[src/rtl/pmx_pkg.sv]
package pmx_pkg;
  localparam int DATA_W    = 32;
  localparam int ADDR_W    = 3;
  localparam int NCTL      = 5;
  localparam int STRAP_IDX = NCTL;
  localparam int NPAD      = 7;
  localparam int LVL_N     = 5;
  localparam int NRANK     = LVL_N - 1;
  localparam int FALLBACK  = LVL_N - 1;

  typedef logic [DATA_W-1:0]           word_t;
  typedef logic [NCTL-1:0][DATA_W-1:0] ctl_bank_t;
  typedef logic [LVL_N-1:0]            lvl_vec_t;
  typedef logic [NRANK-1:0]            rank_vec_t;
endpackage

[src/rtl/pmx_regs.sv]
module pmx_regs
  import pmx_pkg::*;
(
  input  logic              clk,
  input  logic              rst_n,
  input  word_t             strap_pins,
  input  logic              req_valid,
  output logic              req_ready,
  input  logic              req_write,
  input  logic [ADDR_W-1:0] req_addr,
  input  word_t             req_wdata,
  output logic              rsp_valid,
  input  logic              rsp_ready,
  output word_t             rsp_data,
  output ctl_bank_t         ctl,
  output word_t             strap_q,
  output logic              strap_done
);
  logic  accept;
  word_t rd_mux;

  assign req_ready = !rsp_valid || rsp_ready;
  assign accept    = req_valid && req_ready;

  always_comb begin
    if (req_addr < ADDR_W'(NCTL))
      rd_mux = ctl[req_addr];
    else if (req_addr == ADDR_W'(STRAP_IDX))
      rd_mux = strap_q;
    else
      rd_mux = '0;
  end

  always_ff @(posedge clk or negedge rst_n) begin
    if (!rst_n) begin
      ctl        <= '0;
      strap_q    <= '0;
      strap_done <= 1'b0;
      rsp_valid  <= 1'b0;
      rsp_data   <= '0;
    end else begin
      if (!strap_done) begin
        strap_q    <= strap_pins;
        strap_done <= 1'b1;
      end
      if (accept && req_write && (req_addr < ADDR_W'(NCTL)))
        ctl[req_addr] <= req_wdata;
      if (accept && !req_write) begin
        rsp_valid <= 1'b1;
        rsp_data  <= rd_mux;
      end else if (rsp_valid && rsp_ready) begin
        rsp_valid <= 1'b0;
      end
    end
  end
endmodule

[src/rtl/pmx_rank_eval.sv]
module pmx_rank_eval
  import pmx_pkg::*;
(
  input  ctl_bank_t                  ctl,
  input  word_t                      strap,
  output logic [NPAD-1:0][NRANK-1:0] hit
);
  logic [1:0] vid_mode;
  logic       unused_bits;

  assign vid_mode    = ctl[1][5:4];
  assign unused_bits = ^{ctl, strap};

  always_comb begin
    hit = '0;
    // pad 0: single peripheral
    hit[0][0] = ctl[0][0];
    // pad 1: shared enables, bit 31 of c1 picks the rank
    hit[1][0] = ctl[2][3] & ctl[0][15] & ~ctl[1][31];
    hit[1][1] = ctl[2][3] & ctl[0][15] &  ctl[1][31];
    // pad 2: software bit or strap
    hit[2][0] = ctl[0][12] | strap[14];
    // pad 3: any video mode plus own enable
    hit[3][0] = (vid_mode != 2'b00) & ctl[3][17];
    hit[3][1] = ctl[3][17];
    // pad 4: only the widest video mode plus own enable
    hit[4][0] = (vid_mode == 2'b11) & ctl[3][22];
    hit[4][1] = ctl[3][22];
    // pad 5: fallback is not a general-purpose signal
    hit[5][0] = ctl[4][0];
    hit[5][1] = ~strap[6];
    // pad 6: low rank enabled by software or by cleared strap
    hit[6][0] = ctl[0][25];
    hit[6][1] = ctl[4][12] | ~strap[19];
  end
endmodule

[src/rtl/pmx_prio_pick.sv]
module pmx_prio_pick
  import pmx_pkg::*;
(
  input  logic [NPAD-1:0][NRANK-1:0] hit,
  output logic [NPAD-1:0][LVL_N-1:0] sel
);
  function automatic lvl_vec_t pick(rank_vec_t h);
    lvl_vec_t s;
    s = '0;
    s[FALLBACK] = 1'b1;
    for (int l = NRANK - 1; l >= 0; l--)
      if (h[l]) s = lvl_vec_t'(1) << l;
    return s;
  endfunction

  for (genvar p = 0; p < NPAD; p++) begin : g_pad
    assign sel[p] = pick(hit[p]);
  end
endmodule

[src/rtl/pmx_steer.sv]
module pmx_steer
  import pmx_pkg::*;
#(
  parameter logic RX_IDLE = 1'b0
) (
  input  logic [NPAD-1:0][LVL_N-1:0] sel,
  input  logic [NPAD-1:0]            pad_in,
  output logic [NPAD-1:0]            pad_out,
  input  logic [NPAD-1:0][LVL_N-1:0] tx,
  output logic [NPAD-1:0][LVL_N-1:0] rx
);
  for (genvar p = 0; p < NPAD; p++) begin : g_pad
    assign pad_out[p] = |(sel[p] & tx[p]);
    for (genvar l = 0; l < LVL_N; l++) begin : g_lvl
      assign rx[p][l] = sel[p][l] ? pad_in[p] : RX_IDLE;
    end
  end
endmodule

[src/rtl/pmx_top.sv]
module pmx_top
  import pmx_pkg::*;
#(
  parameter logic RX_IDLE = 1'b0
) (
  input  logic                    clk,
  input  logic                    rst_n,
  input  logic [DATA_W-1:0]       strap_pins,
  input  logic                    req_valid,
  output logic                    req_ready,
  input  logic                    req_write,
  input  logic [ADDR_W-1:0]       req_addr,
  input  logic [DATA_W-1:0]       req_wdata,
  output logic                    rsp_valid,
  input  logic                    rsp_ready,
  output logic [DATA_W-1:0]       rsp_data,
  input  logic [NPAD-1:0]         pad_in,
  output logic [NPAD-1:0]         pad_out,
  input  logic [NPAD*LVL_N-1:0]   periph_tx,
  output logic [NPAD*LVL_N-1:0]   periph_rx,
  output logic [NPAD*LVL_N-1:0]   pad_sel
);
  ctl_bank_t                  ctl;
  word_t                      strap_q;
  logic                       strap_done;
  logic [NPAD-1:0][NRANK-1:0] hit;
  logic [NPAD-1:0][LVL_N-1:0] sel;
  logic [NPAD-1:0][LVL_N-1:0] rx;

  pmx_regs u_regs (
    .clk(clk), .rst_n(rst_n), .strap_pins(strap_pins),
    .req_valid(req_valid), .req_ready(req_ready), .req_write(req_write),
    .req_addr(req_addr), .req_wdata(req_wdata),
    .rsp_valid(rsp_valid), .rsp_ready(rsp_ready), .rsp_data(rsp_data),
    .ctl(ctl), .strap_q(strap_q), .strap_done(strap_done)
  );

  pmx_rank_eval u_eval (.ctl(ctl), .strap(strap_q), .hit(hit));

  pmx_prio_pick u_pick (.hit(hit), .sel(sel));

  pmx_steer #(.RX_IDLE(RX_IDLE)) u_steer (
    .sel(sel), .pad_in(pad_in), .pad_out(pad_out),
    .tx(periph_tx), .rx(rx)
  );

  assign pad_sel   = sel;
  assign periph_rx = rx;
endmodule

[config.mk]
export PLATFORM = sky130hd
export DESIGN_NAME = pmx_top
export DESIGN_NICKNAME = d
export VERILOG_FILES = /design/src/rtl/pmx_pkg.sv /design/src/rtl/pmx_regs.sv /design/src/rtl/pmx_rank_eval.sv /design/src/rtl/pmx_prio_pick.sv /design/src/rtl/pmx_steer.sv /design/src/rtl/pmx_top.sv
export SDC_FILE = /design/constraint.sdc
export NUM_CORES = 1
export LEC_CHECK = 0
export ABC_AREA = 1
export CORE_ASPECT_RATIO = 1.4
export CORE_MARGIN = 4
export CORE_UTILIZATION = 44
export CTS_CLUSTER_SIZE = 12
export DETAILED_ROUTE_END_ITERATION = 6
export MAX_ROUTING_LAYER = met4
export PLACE_DENSITY = 0.72
export SYNTH_ARGS = -nofsm -noshare
export SYNTH_HDL_FRONTEND = slang
export SYNTH_SLANG_ARGS = --single-unit
[constraint.sdc]
create_clock -name clk -period 1.2 [get_ports clk]
set_input_delay 0.24 -clock clk [delete_from_list [all_inputs] [get_ports clk]]
set_output_delay 0.24 -clock clk [all_outputs]
set_load 0.05 [all_outputs]
==> flow_summary.yaml <==
layout:
  area_growth_pct: 75.2
  design.final.nets: 2008
  fin_area_sq_um: 20200
  seq_area_sq_um: 5670
  utilization_pct: 78.9
  nFillCells: 1262
  layout_commonest_cell: "nand2_1"
  multi_input_area_sq_um: 7020
  layout_common_cells: "nand2_1 (237), nand3_1 (225), dfrtp_1 (217), nand2_2 (187), inv_1 (168)"
  drive_gt1_share_pct: 46.4
sta:
  grt_setup_unrepaired: "true"
  drv_slew: 0
  maxSlewHeadroom_pct: 64.2
  fin_ws_ns: -0.751
  post-route-period-util_pct: 163
  fin_crit_ns: 1.95
  fmax_mhz: 513
  worst_slew_pin_slew_ns: 0.535
  setup-tns-final_ns: -116.16
  hold_viol_final: 0
  clock_skew_ns: 0.0185
  setup_viol: 272
clocking:
  clockRootBuffer: "clkbuf_16"
  cts_inserted_buffers: 23
  cts_tree: "built"
  htree_levels: 1
  clkTransAtPathRegs_ns: 0.06
  cts.path.max_buffers: 3
  clkSinkCount: 226
  insertion_delay_ns: 0.53
floorplanning:
  die_height_um: 200
  row_count: 69
  ios: 225
  die_x_um: 145
  coreArea_sq_um: 25600
  die_area_sq_um: 28900
  start_util_pct: 45.0
routing:
  detail-route-antenna-nets: 0
  drc: 0
  drt_first_pass_iters: 6
  wl_per_cell_um: 26.2
  via_per_inst: 6.17
  drt-total-wl_um: 58300
  drtIter0Drc: 1855
  vias: 13724
global_routing:
  globalRouteOverflowTotal: 0
  grt_start_max_net_pins: 55
  grt_use_total_pct: 33.9
  grt_pass1_vias: 13534
  antenna_found_initial: 3
  grt_pass1_wl_um: 74700
synth:
  ys_types: 20
  yosys_register_bits: 226
  postSynthCellCount: 1574
  syn-cell-area_sq_um: 11500
  synth.avg_cell_area_sq_um: 7.34
  ys_seq_area_share_pct: 49.0
  ys_warn_count: 0
power_and_ir_drop:
  finalPower_mw: 29.1
  p_per_area_nw_per_um2: 1440
  ir_worst_vdd_uv: 1390
  cellLeakagePower_nw: 9.73
place:
  io_buffers: 176
  hpwl_um: 25500
  place_ws_ns: -0.735
  placement.cell_area_sq_um: 15900
  gp_congestion: 0.866
job:
  maxCapViolations: 0
setup_path:
  crit_path_start_kind: "register"
  worstPathMaxFanout: 5
  crit_arrival_ns: 1.71
  cp_data_required_time_ns: 0.96
  cp-end-kind: "primary output"
  worstSetupPathType: "reg -> out"
status:
  violations: "setup timing"
  status: "finished, violations left"
worst_hold_path:
  min_path_type: "in -> async"
-- synthesized netlist by cell type (all sizes together) --
cell type | count | area (sq um)
dfrtp | 226 | 5660
a21oi | 4 | 20.0
nor4 | 2 | 12.5
conb | 2 | 7.51
buf | 84 | 499
clkbuf | 39 | 146
mux2 | 31 | 349
o21ai | 32 | 160
nor3 | 7 | 35.0
nand3 | 263 | 1320
nor2 | 92 | 370
nand2 | 577 | 2170
inv | 215 | 807
-- final cells by class --
| cell class | count | area share, % |
|---|---|---|
| clock inverter | 2 | 0.0495 |
| inverter | 215 | 4.18 |
| multi-input combinational | 1041 | 34.7 |
| sequential | 226 | 28.0 |
| timing repair buffer | 387 | 28.0 |
| tap | 319 | 1.97 |
| antenna | 3 | 0.0371 |
| clock buffer | 32 | 3.11 |
-- routing by layer --
layer / track usage, % / wire length [um] / vias up
met5: - / 0 / -
met4: 28.6 / 6490 / 0
li1: - / - / 5409
met3: 7.24 / 7360 / 562
met1: 34.9 / 17500 / 6377
met2: 55.7 / 27000 / 1376
-- per-stage QoR --
| stage | hold WS (ns) | instances |
|---|---|---|
| after floorplan | -0.0556 | 1605 |
| after CTS | 0.167 | 2210 |
| final | 0.160 | 2225 |
| after detailed placement | 0.111 | 2098 |
| after global placement | 0.108 | 2098 |
| after global routing | 0.175 | 2225 |
-- report_power, final --
group          switching [mW]  leakage (nW)  internal, mW  total [mW]
Sequential               1.68          2.82          9.08        10.8
Combinational            6.42          6.60          5.14        11.6
Clock                    3.13         0.314          3.61        6.73
Total                    11.2          9.73          17.8        29.1
-- kinds of logic after synthesis --
family	count (synthesis)	synth area share, %
AO/OA/AOI/OAI	36	1.56
buffers and inverters	338	12.6
multiplexers	31	3.02
other	2	0.0650
flip-flops	226	49.0
AND/OR/NAND/NOR	941	33.8
-- sequential cells by signal, indices dropped and copies added, names as in the netlist --
register / cells
u_regs.ctl: 160
u_regs.rsp_data: 32
u_regs.strap_q: 32
u_regs.rsp_valid: 1
u_regs.strap_done: 1
-- worst max-delay path, stage by stage, from the launching register on --
cell and delay, ns:
dfrtp_1 0.41, clkinvlp_4 0.21, buf_4 0.19, nor4_4 0.18, buf_12 0.18
-- final timing paths --
kind / cells after the start / to / from / slack [ns]
worst max register to register: 10 / u_regs.ctl[44]$_DFFE_PN0P_ / u_regs.rsp_valid$_DFFE_PN0P_ / -0.66
worst min register to register: 2 / u_regs.ctl[94]$_DFFE_PN0P_ / u_regs.ctl[94]$_DFFE_PN0P_ / 0.48
worst min-delay path: 2 / u_regs.ctl[50]$_DFFE_PN0P_ / rst_n / 0.16
min in group clk: 2 / u_regs.strap_q[20]$_DFFE_PN0N_ / strap_pins[20] / 0.33
worst max-delay path: 4 / periph_rx[20] / u_regs.ctl[118]$_DFFE_PN0P_ / -0.75
max in group asynchronous: 3 / u_regs.strap_done$_DFF_PN0_ / rst_n / 0.43
-- what timing repair did --
item | in CTS | in global routing
setup buffers | 46 | 24
pin swaps | 106 | 85
setup endpoints to repair | 272 | 272
gates resized for setup | 339 | 389
hold endpoints to repair | 226 | 0
cloned | 34 | 2
hold buffers | 1 | 0
Note: power is estimated with default switching activity, not from simulation.
